==> src/rtl/dac_loader_pkg.sv <==
package dac_loader_pkg;
  typedef struct packed {
    logic loadLow;
    logic loadHigh;
    logic commit;
  } dacStrobes_t;
endpackage

==> src/rtl/dac_loader_ctrl.sv <==
module dac_loader_ctrl
  import dac_loader_pkg::*;
#(
  parameter int BUSY_CYCLES = 16,
  parameter logic [3:0] ADDR_LOW = 4'd4,
  parameter logic [3:0] ADDR_HIGH = 4'd5
) (
  input  logic        clk,
  input  logic        rstN,
  input  logic        busWe,
  input  logic        busRe,
  input  logic [3:0]  busAddr,
  output dacStrobes_t strb,
  output logic        dacBusy
);
  localparam int CNT_W = $clog2(BUSY_CYCLES + 1);

  logic [CNT_W-1:0] busyCnt;

  assign dacBusy = (busyCnt != '0);

  always_comb begin
    strb.loadLow  = busWe && (busAddr == ADDR_LOW);
    strb.loadHigh = busWe && (busAddr == ADDR_HIGH);
    strb.commit   = busRe && (busAddr == ADDR_HIGH) && !dacBusy;
  end

  always_ff @(posedge clk) begin
    if (!rstN) begin
      busyCnt <= '0;
    end else if (strb.loadHigh) begin
      busyCnt <= CNT_W'(BUSY_CYCLES);
    end else if (busyCnt != '0) begin
      busyCnt <= busyCnt - 1'b1;
    end
  end

  // a high-byte write raises busy in the next cycle
  a_r4_busy_rises: assert property (@(posedge clk) disable iff (!rstN)
    (busWe && busAddr == ADDR_HIGH) |=> dacBusy);

  // a low-byte write on its own never starts a transfer
  a_r7_low_no_busy: assert property (@(posedge clk) disable iff (!rstN)
    (busWe && busAddr == ADDR_LOW && !dacBusy) |=> !dacBusy);
endmodule

==> src/rtl/dac_loader_dp.sv <==
module dac_loader_dp
  import dac_loader_pkg::*;
#(
  parameter int CODE_W = 12,
  parameter int NUM_CH = 4,
  parameter logic [3:0] ADDR_LOW = 4'd4
) (
  input  logic                     clk,
  input  logic                     rstN,
  input  dacStrobes_t              strb,
  input  logic                     dacBusy,
  input  logic                     calBusy,
  input  logic                     busRe,
  input  logic [3:0]               busAddr,
  input  logic [7:0]               busWdata,
  output logic [7:0]               busRdata,
  output logic [NUM_CH*CODE_W-1:0] dacCodes
);
  localparam int CH_W = $clog2(NUM_CH);
  localparam int HI_W = CODE_W - 8;
  localparam logic [CODE_W-1:0] MID_CODE = CODE_W'(1) << (CODE_W - 1);

  logic [CODE_W-1:0] holdCode;
  logic [CH_W-1:0]   holdChan;
  logic [CODE_W-1:0] codeReg [NUM_CH];

  always_ff @(posedge clk) begin
    if (!rstN) begin
      holdCode <= '0;
      holdChan <= '0;
    end else begin
      if (strb.loadLow)  holdCode[7:0] <= busWdata;
      if (strb.loadHigh) begin
        holdCode[CODE_W-1:8] <= busWdata[HI_W-1:0];
        holdChan             <= busWdata[7 -: CH_W];
      end
    end
  end

  for (genvar ch = 0; ch < NUM_CH; ch++) begin : g_chan
    always_ff @(posedge clk) begin
      if (!rstN) codeReg[ch] <= MID_CODE;
      else if (strb.commit && holdChan == CH_W'(ch)) codeReg[ch] <= holdCode;
    end
    assign dacCodes[ch*CODE_W +: CODE_W] = codeReg[ch];
  end

  always_comb begin
    busRdata = 8'h00;
    if (busRe && busAddr == ADDR_LOW) busRdata = {dacBusy, calBusy, 6'b0};
  end

  // outputs move only on a commit strobe
  a_r6_outputs_hold: assert property (@(posedge clk) disable iff (!rstN)
    !strb.commit |=> $stable(dacCodes));

  // a commit lands the buffered code on the buffered channel
  a_r5_commit_lands: assert property (@(posedge clk) disable iff (!rstN)
    strb.commit |=> dacCodes[$past(holdChan)*CODE_W +: CODE_W] == $past(holdCode));
endmodule

==> src/rtl/dac_loader.sv <==
module dac_loader
  import dac_loader_pkg::*;
#(
  parameter int CODE_W = 12,
  parameter int NUM_CH = 4,
  parameter int BUSY_CYCLES = 16
) (
  input  logic                     clk,
  input  logic                     rstN,
  input  logic                     busWe,
  input  logic                     busRe,
  input  logic [3:0]               busAddr,
  input  logic [7:0]               busWdata,
  output logic [7:0]               busRdata,
  input  logic                     calBusy,
  output logic [NUM_CH*CODE_W-1:0] dacCodes
);
  localparam logic [3:0] ADDR_LOW  = 4'd4;
  localparam logic [3:0] ADDR_HIGH = 4'd5;

  dacStrobes_t strb;
  logic        dacBusy;

  dac_loader_ctrl #(
    .BUSY_CYCLES(BUSY_CYCLES), .ADDR_LOW(ADDR_LOW), .ADDR_HIGH(ADDR_HIGH)
  ) i_ctrl (
    .clk(clk), .rstN(rstN), .busWe(busWe), .busRe(busRe),
    .busAddr(busAddr), .strb(strb), .dacBusy(dacBusy)
  );

  dac_loader_dp #(
    .CODE_W(CODE_W), .NUM_CH(NUM_CH), .ADDR_LOW(ADDR_LOW)
  ) i_dp (
    .clk(clk), .rstN(rstN), .strb(strb), .dacBusy(dacBusy),
    .calBusy(calBusy), .busRe(busRe), .busAddr(busAddr),
    .busWdata(busWdata), .busRdata(busRdata), .dacCodes(dacCodes)
  );
endmodule

==> config.mk <==
export PLATFORM = sky130hd
export DESIGN_NAME = dac_loader
export DESIGN_NICKNAME = d
export VERILOG_FILES = /design/src/rtl/dac_loader_pkg.sv /design/src/rtl/dac_loader_ctrl.sv /design/src/rtl/dac_loader_dp.sv /design/src/rtl/dac_loader.sv
export SDC_FILE = /design/constraint.sdc
export NUM_CORES = 1
export LEC_CHECK = 0
export ABC_CLOCK_PERIOD_IN_PS = 2520
export CAP_MARGIN = 20
export CORE_MARGIN = 1
export CORE_UTILIZATION = 56
export DETAILED_ROUTE_END_ITERATION = 6
export DONT_BUFFER_PORTS = 1
export PLACE_DENSITY = 0.8
export SYNTH_ARGS = -nofsm -noshare
export SYNTH_HDL_FRONTEND = slang
export SYNTH_SLANG_ARGS = --single-unit
==> constraint.sdc <==
create_clock -name clk -period 2.52 [get_ports clk]
set_clock_uncertainty 0.15 [all_clocks]
set_input_delay 0.126 -clock clk [delete_from_list [all_inputs] [get_ports clk]]
set_output_delay 0.126 -clock clk [all_outputs]
set_load 0.02 [all_outputs]
Word level (Yosys, flattened, before mapping):

Memories as Yosys holds them, arrays and structs flattened.
Index checks and enable logic that the tools add are counted.

* $add $sub $neg: 1
* eq/ne operators: 5
* mux-type cells: 20
* bitwise gates (word level): 5
* reductions and logical operators: 14

Operators with widths (number)
* two-way mux 12 bit: 4
* two-way mux 1 bit: 13
* two-way mux 5 bit: 2
* logical AND 1 bit: 9
* == test 4 x 3 -> 1 bit (second input constant): 2
* two-way mux 8 bit: 1
* nonzero test 5 bit: 1
* subtractor 5 x 1 -> 5 bit (second input constant): 1
* == test 2 bit (second input constant): 2
* OR 1 bit: 4
* == test 2 x 1 -> 1 bit (second input constant): 1
* zero test 2 bit: 1
* nonzero test 2 bit: 1
* OR reduction 2 bit: 1
* zero test 1 bit: 1
* inverter 1 bit: 1

* bits in registers: 19
* memory bits (writable): 48
* output and inout port bits: 56
* word-level logic and storage cells: 51
* memories: 1

Memories
* i_dp.codeReg: depth 4, bits a word 12, rd ports 4, clocked after Yosys merged registers in 0, wr ports 4, line dac_loader_dp.sv:25 `logic [CODE_W-1:0] codeReg [NUM_CH];`

Depth between registers and ports, before layout:

* depth in word-level cells: 8
* depth in mapped cells: 6
* gate-level depth less buffers: 5

Hierarchy:

Synthesis repeated with hierarchy kept, for this count alone.

* cells, all modules: 213
* area, all modules: 2651.3 um^2

Modules (own cells, without submodules)
* dac_loader_dp: times used 1, cells each 183, area an instance 2381.0 um^2, seq. area each 1721.7 um^2
* dac_loader_ctrl: times used 1, cells each 30, area an instance 270.3 um^2, seq. area each 100.1 um^2

Worst setup path before layout:

OpenSTA, ideal clock, no wires.

* path type: register to register
* from: register i_ctrl.busyCnt[0]
* to: memory i_dp.codeReg[1][0] (enable)
* arrival: 2.070 ns
* data required time: 1.988 ns
* slack: -0.082 ns
* cell stages (with the launch flop): 6
* clock period less this slack: 2.602 ns
* cell sequence: dfxtp_1 > inv_1 > ha_1 > or4b_4 > or3_1 > o21ai_1

RTL lines
* start: declaration: line dac_loader_ctrl.sv:18 `logic [CNT_W-1:0] busyCnt;`
* start signal: assignment: line dac_loader_ctrl.sv:32 `busyCnt <= CNT_W'(BUSY_CYCLES);`
* start signal: assignment: line dac_loader_ctrl.sv:34 `busyCnt <= busyCnt - 1'b1;`
* end: declaration: line dac_loader_dp.sv:25

==> metrics.yaml <==
outcome: "complete, no violations"
hold_viol_final: 0
first_iter_violations: 135
cts_resized: 0
cts_sinks: 67
ant_nets: 0
synth_top_area_frac: 0.526
insertedDiodeCount: 0
powerDensity_nw_per_um2: 811
start_kind: "flip-flop"
dp_hpwl_um: 3390
period_needed_ns: 2.33
drc: 0
std_cell_rows: 25
num_vias: 1622
crit_required_ns: 2.40
synth_area_leaders: "edfxtp_1 53%, dfxtp_1 14%, and3_1 9.4%, mux2i_1 5.1%, nand2_1 3.0%"
yosys_warnings: 0
clockBufferDepth: 2
worstPathMaxFanout: 12
ys.flop_type: "edfxtp_1"
syn_avg_cell_area_um2: 13.0
peakVddDrop_v: 0.000429
gp_congestion: 0.723
seq_area_frac_synth: 0.665
setup_viol: 0
cts_made_buffers: 9
clockRootBuffer: "clkbuf_8"
cts.hold.buffers_added: 9
worstSetupPathType: "reg2reg"
syn_area_um2: 2740
antenna_found_initial: 0
leakagePower_nw: 1.31
synth_async_sr_flop_share: 0
rsz0062_at_grt: "no"
fin_nets: 243
grt_pass1_vias: 1499
drv_slew: 0
cts_setup_buffers: 0
routed_wl_um: 5020
critPathCaptureType: "flip-flop"
clk_pin_slew_worst_paths_ns: 0.07
synth_cell_type_count: 31
wl_per_cell_um: 16.9
grt.overflow.total: 0
tightest_slew_ns: 0.753
core-area_um2: 4720
report.power.total_mw: 2.50
hold_path_class: "in2reg"
vias_per_cell: 5.46
firstDrtPassIters: 5
cts_tree: "built"
start_util: 0.580
cts.htree.levels: 3
grt_use_total: 0.208
die_h_um: 72.0
maxCapViolations: 0
design_area_um2: 3090
synth_edf_count: 48
ys_ff_latch: 67
pin_count: 73
yosys.area.top_type: "edfxtp_1"
relSlewSlack: 0.496
fmax_ghz: 0.429
grt_max_degree: 25
portBuffers: 0
arrival_ns: 2.21
synthCells: 211
grt_pass1_wl_um: 7670
drive_gt1_frac: 0.122
dieArea_um2: 5180
insertion_delay_ns: 0.33
finalCritPeriodShare: 0.924
placed_area_um2: 2790
syn_to_final_growth_pct: 12.6
chipWidth_um: 72.0
==> critical path, stage by stage (launching register included) <==
cell	delay [ns]
dfxtp_1	0.32
inv_1	0.07
ha_1	0.22
or4b_4	0.53
or3_1	0.39
o21ai_1	0.14
buf_4	0.21
==> through the flow <==
stage | setup WS, ns | std cells | hold WS [ns] | setup TNS, ns | util
floorplan | -0.0821 | 216 | 0.115 | -1.97 | -
global placement | 0.226 | 272 | 0.0982 | 0 | 0.590
detailed placement | 0.196 | 272 | 0.101 | 0 | 0.590
CTS | 0.191 | 297 | 0.0329 | 0 | 0.653
global route | 0.0993 | 297 | 0.0434 | 0 | 0.653
finish | 0.191 | 297 | 0.0462 | 0 | 0.653
==> area by class of cell <==
cell class / instances / area (um^2)
Clock buffer: 11 / 131
Clock inverter: 5 / 77.6
Fill cell: 355 / 1640
Inverter: 4 / 15.0
Multi-Input combinational cell: 128 / 821
Sequential cell: 67 / 1820
Tap cell: 67 / 83.8
Timing Repair Buffer: 15 / 135
==> where the power goes <==
| group | internal (mW) | switching (mW) | leakage, nW |
|---|---|---|---|
| Combinational | 0.118 | 0.152 | 0.567 |
| Sequential | 1.23 | 0.0750 | 0.636 |
| Clock | 0.554 | 0.371 | 0.103 |
==> sequential cells by signal, summed over array words and instances, names as in the netlist <==
| register | count |
|---|---|
| i_dp.codeReg | 48 |
| i_dp.holdCode | 12 |
| i_dp.holdChan | 2 |
| i_ctrl.busyCnt | 5 |
==> layer usage <==
metal,vias up,part of all wire,GRT usage
met5,-,0,0
met2,72,0.50,0.323
met4,0,0.0050,0.0850
met3,2,0.069,0.0681
met1,760,0.43,0.274
li1,788,-,-
==> cell usage after synthesis, drive strengths merged, types with 2 or more instances <==
library cell and n:
nand3 4, o21ai 5, dfxtp 19, nor2b 2
edfxtp 48, mux2i 14, inv 4, clkbuf 8
buf 9, nor3 5, xnor2 2, nand2 22
nand3b 6, nor2 7, and3 45
==> cells by family after synthesis <==
family                     after synthesis  share of synthesized area
xor gates and xnor gates                 2                    0.00639
buffers and inverters                   21                     0.0425
and+or+nand+nor                         97                      0.211
muxes                                   14                     0.0511
other                                    1                    0.00137
DFF                                     67                      0.665
AOI/OAI and AO/OA                        8                     0.0183
adders and majority gates                1                    0.00457
==> worst paths after layout <==
kind | start | endpoint | slack, ns | depth (start not counted)
max | i_ctrl.busyCnt[0] | i_dp.codeReg[0][11] | 0.19 | 6
min | rstN | i_dp.codeReg[2][2] | 0.05 | 2
max reg2reg | i_ctrl.busyCnt[0] | i_dp.codeReg[0][11] | 0.19 | 6
min reg2reg | i_dp.holdCode[11] | i_dp.holdCode[11] | 0.37 | 2
==> layout by cell type, fill, tap and decap left out, types with 6 or more instances in the layout <==
cell type	count
edfxtp_1	48
mux2i_1	14
dfxtp_1	19
dlygate4sd3_1	9
and3_1	41
conb_1	6
clkbuf_8	9
nand2_1	22
nand3b_1	6
nor2_1	7
buf_4	6
(Power assumes the default switching activity.)
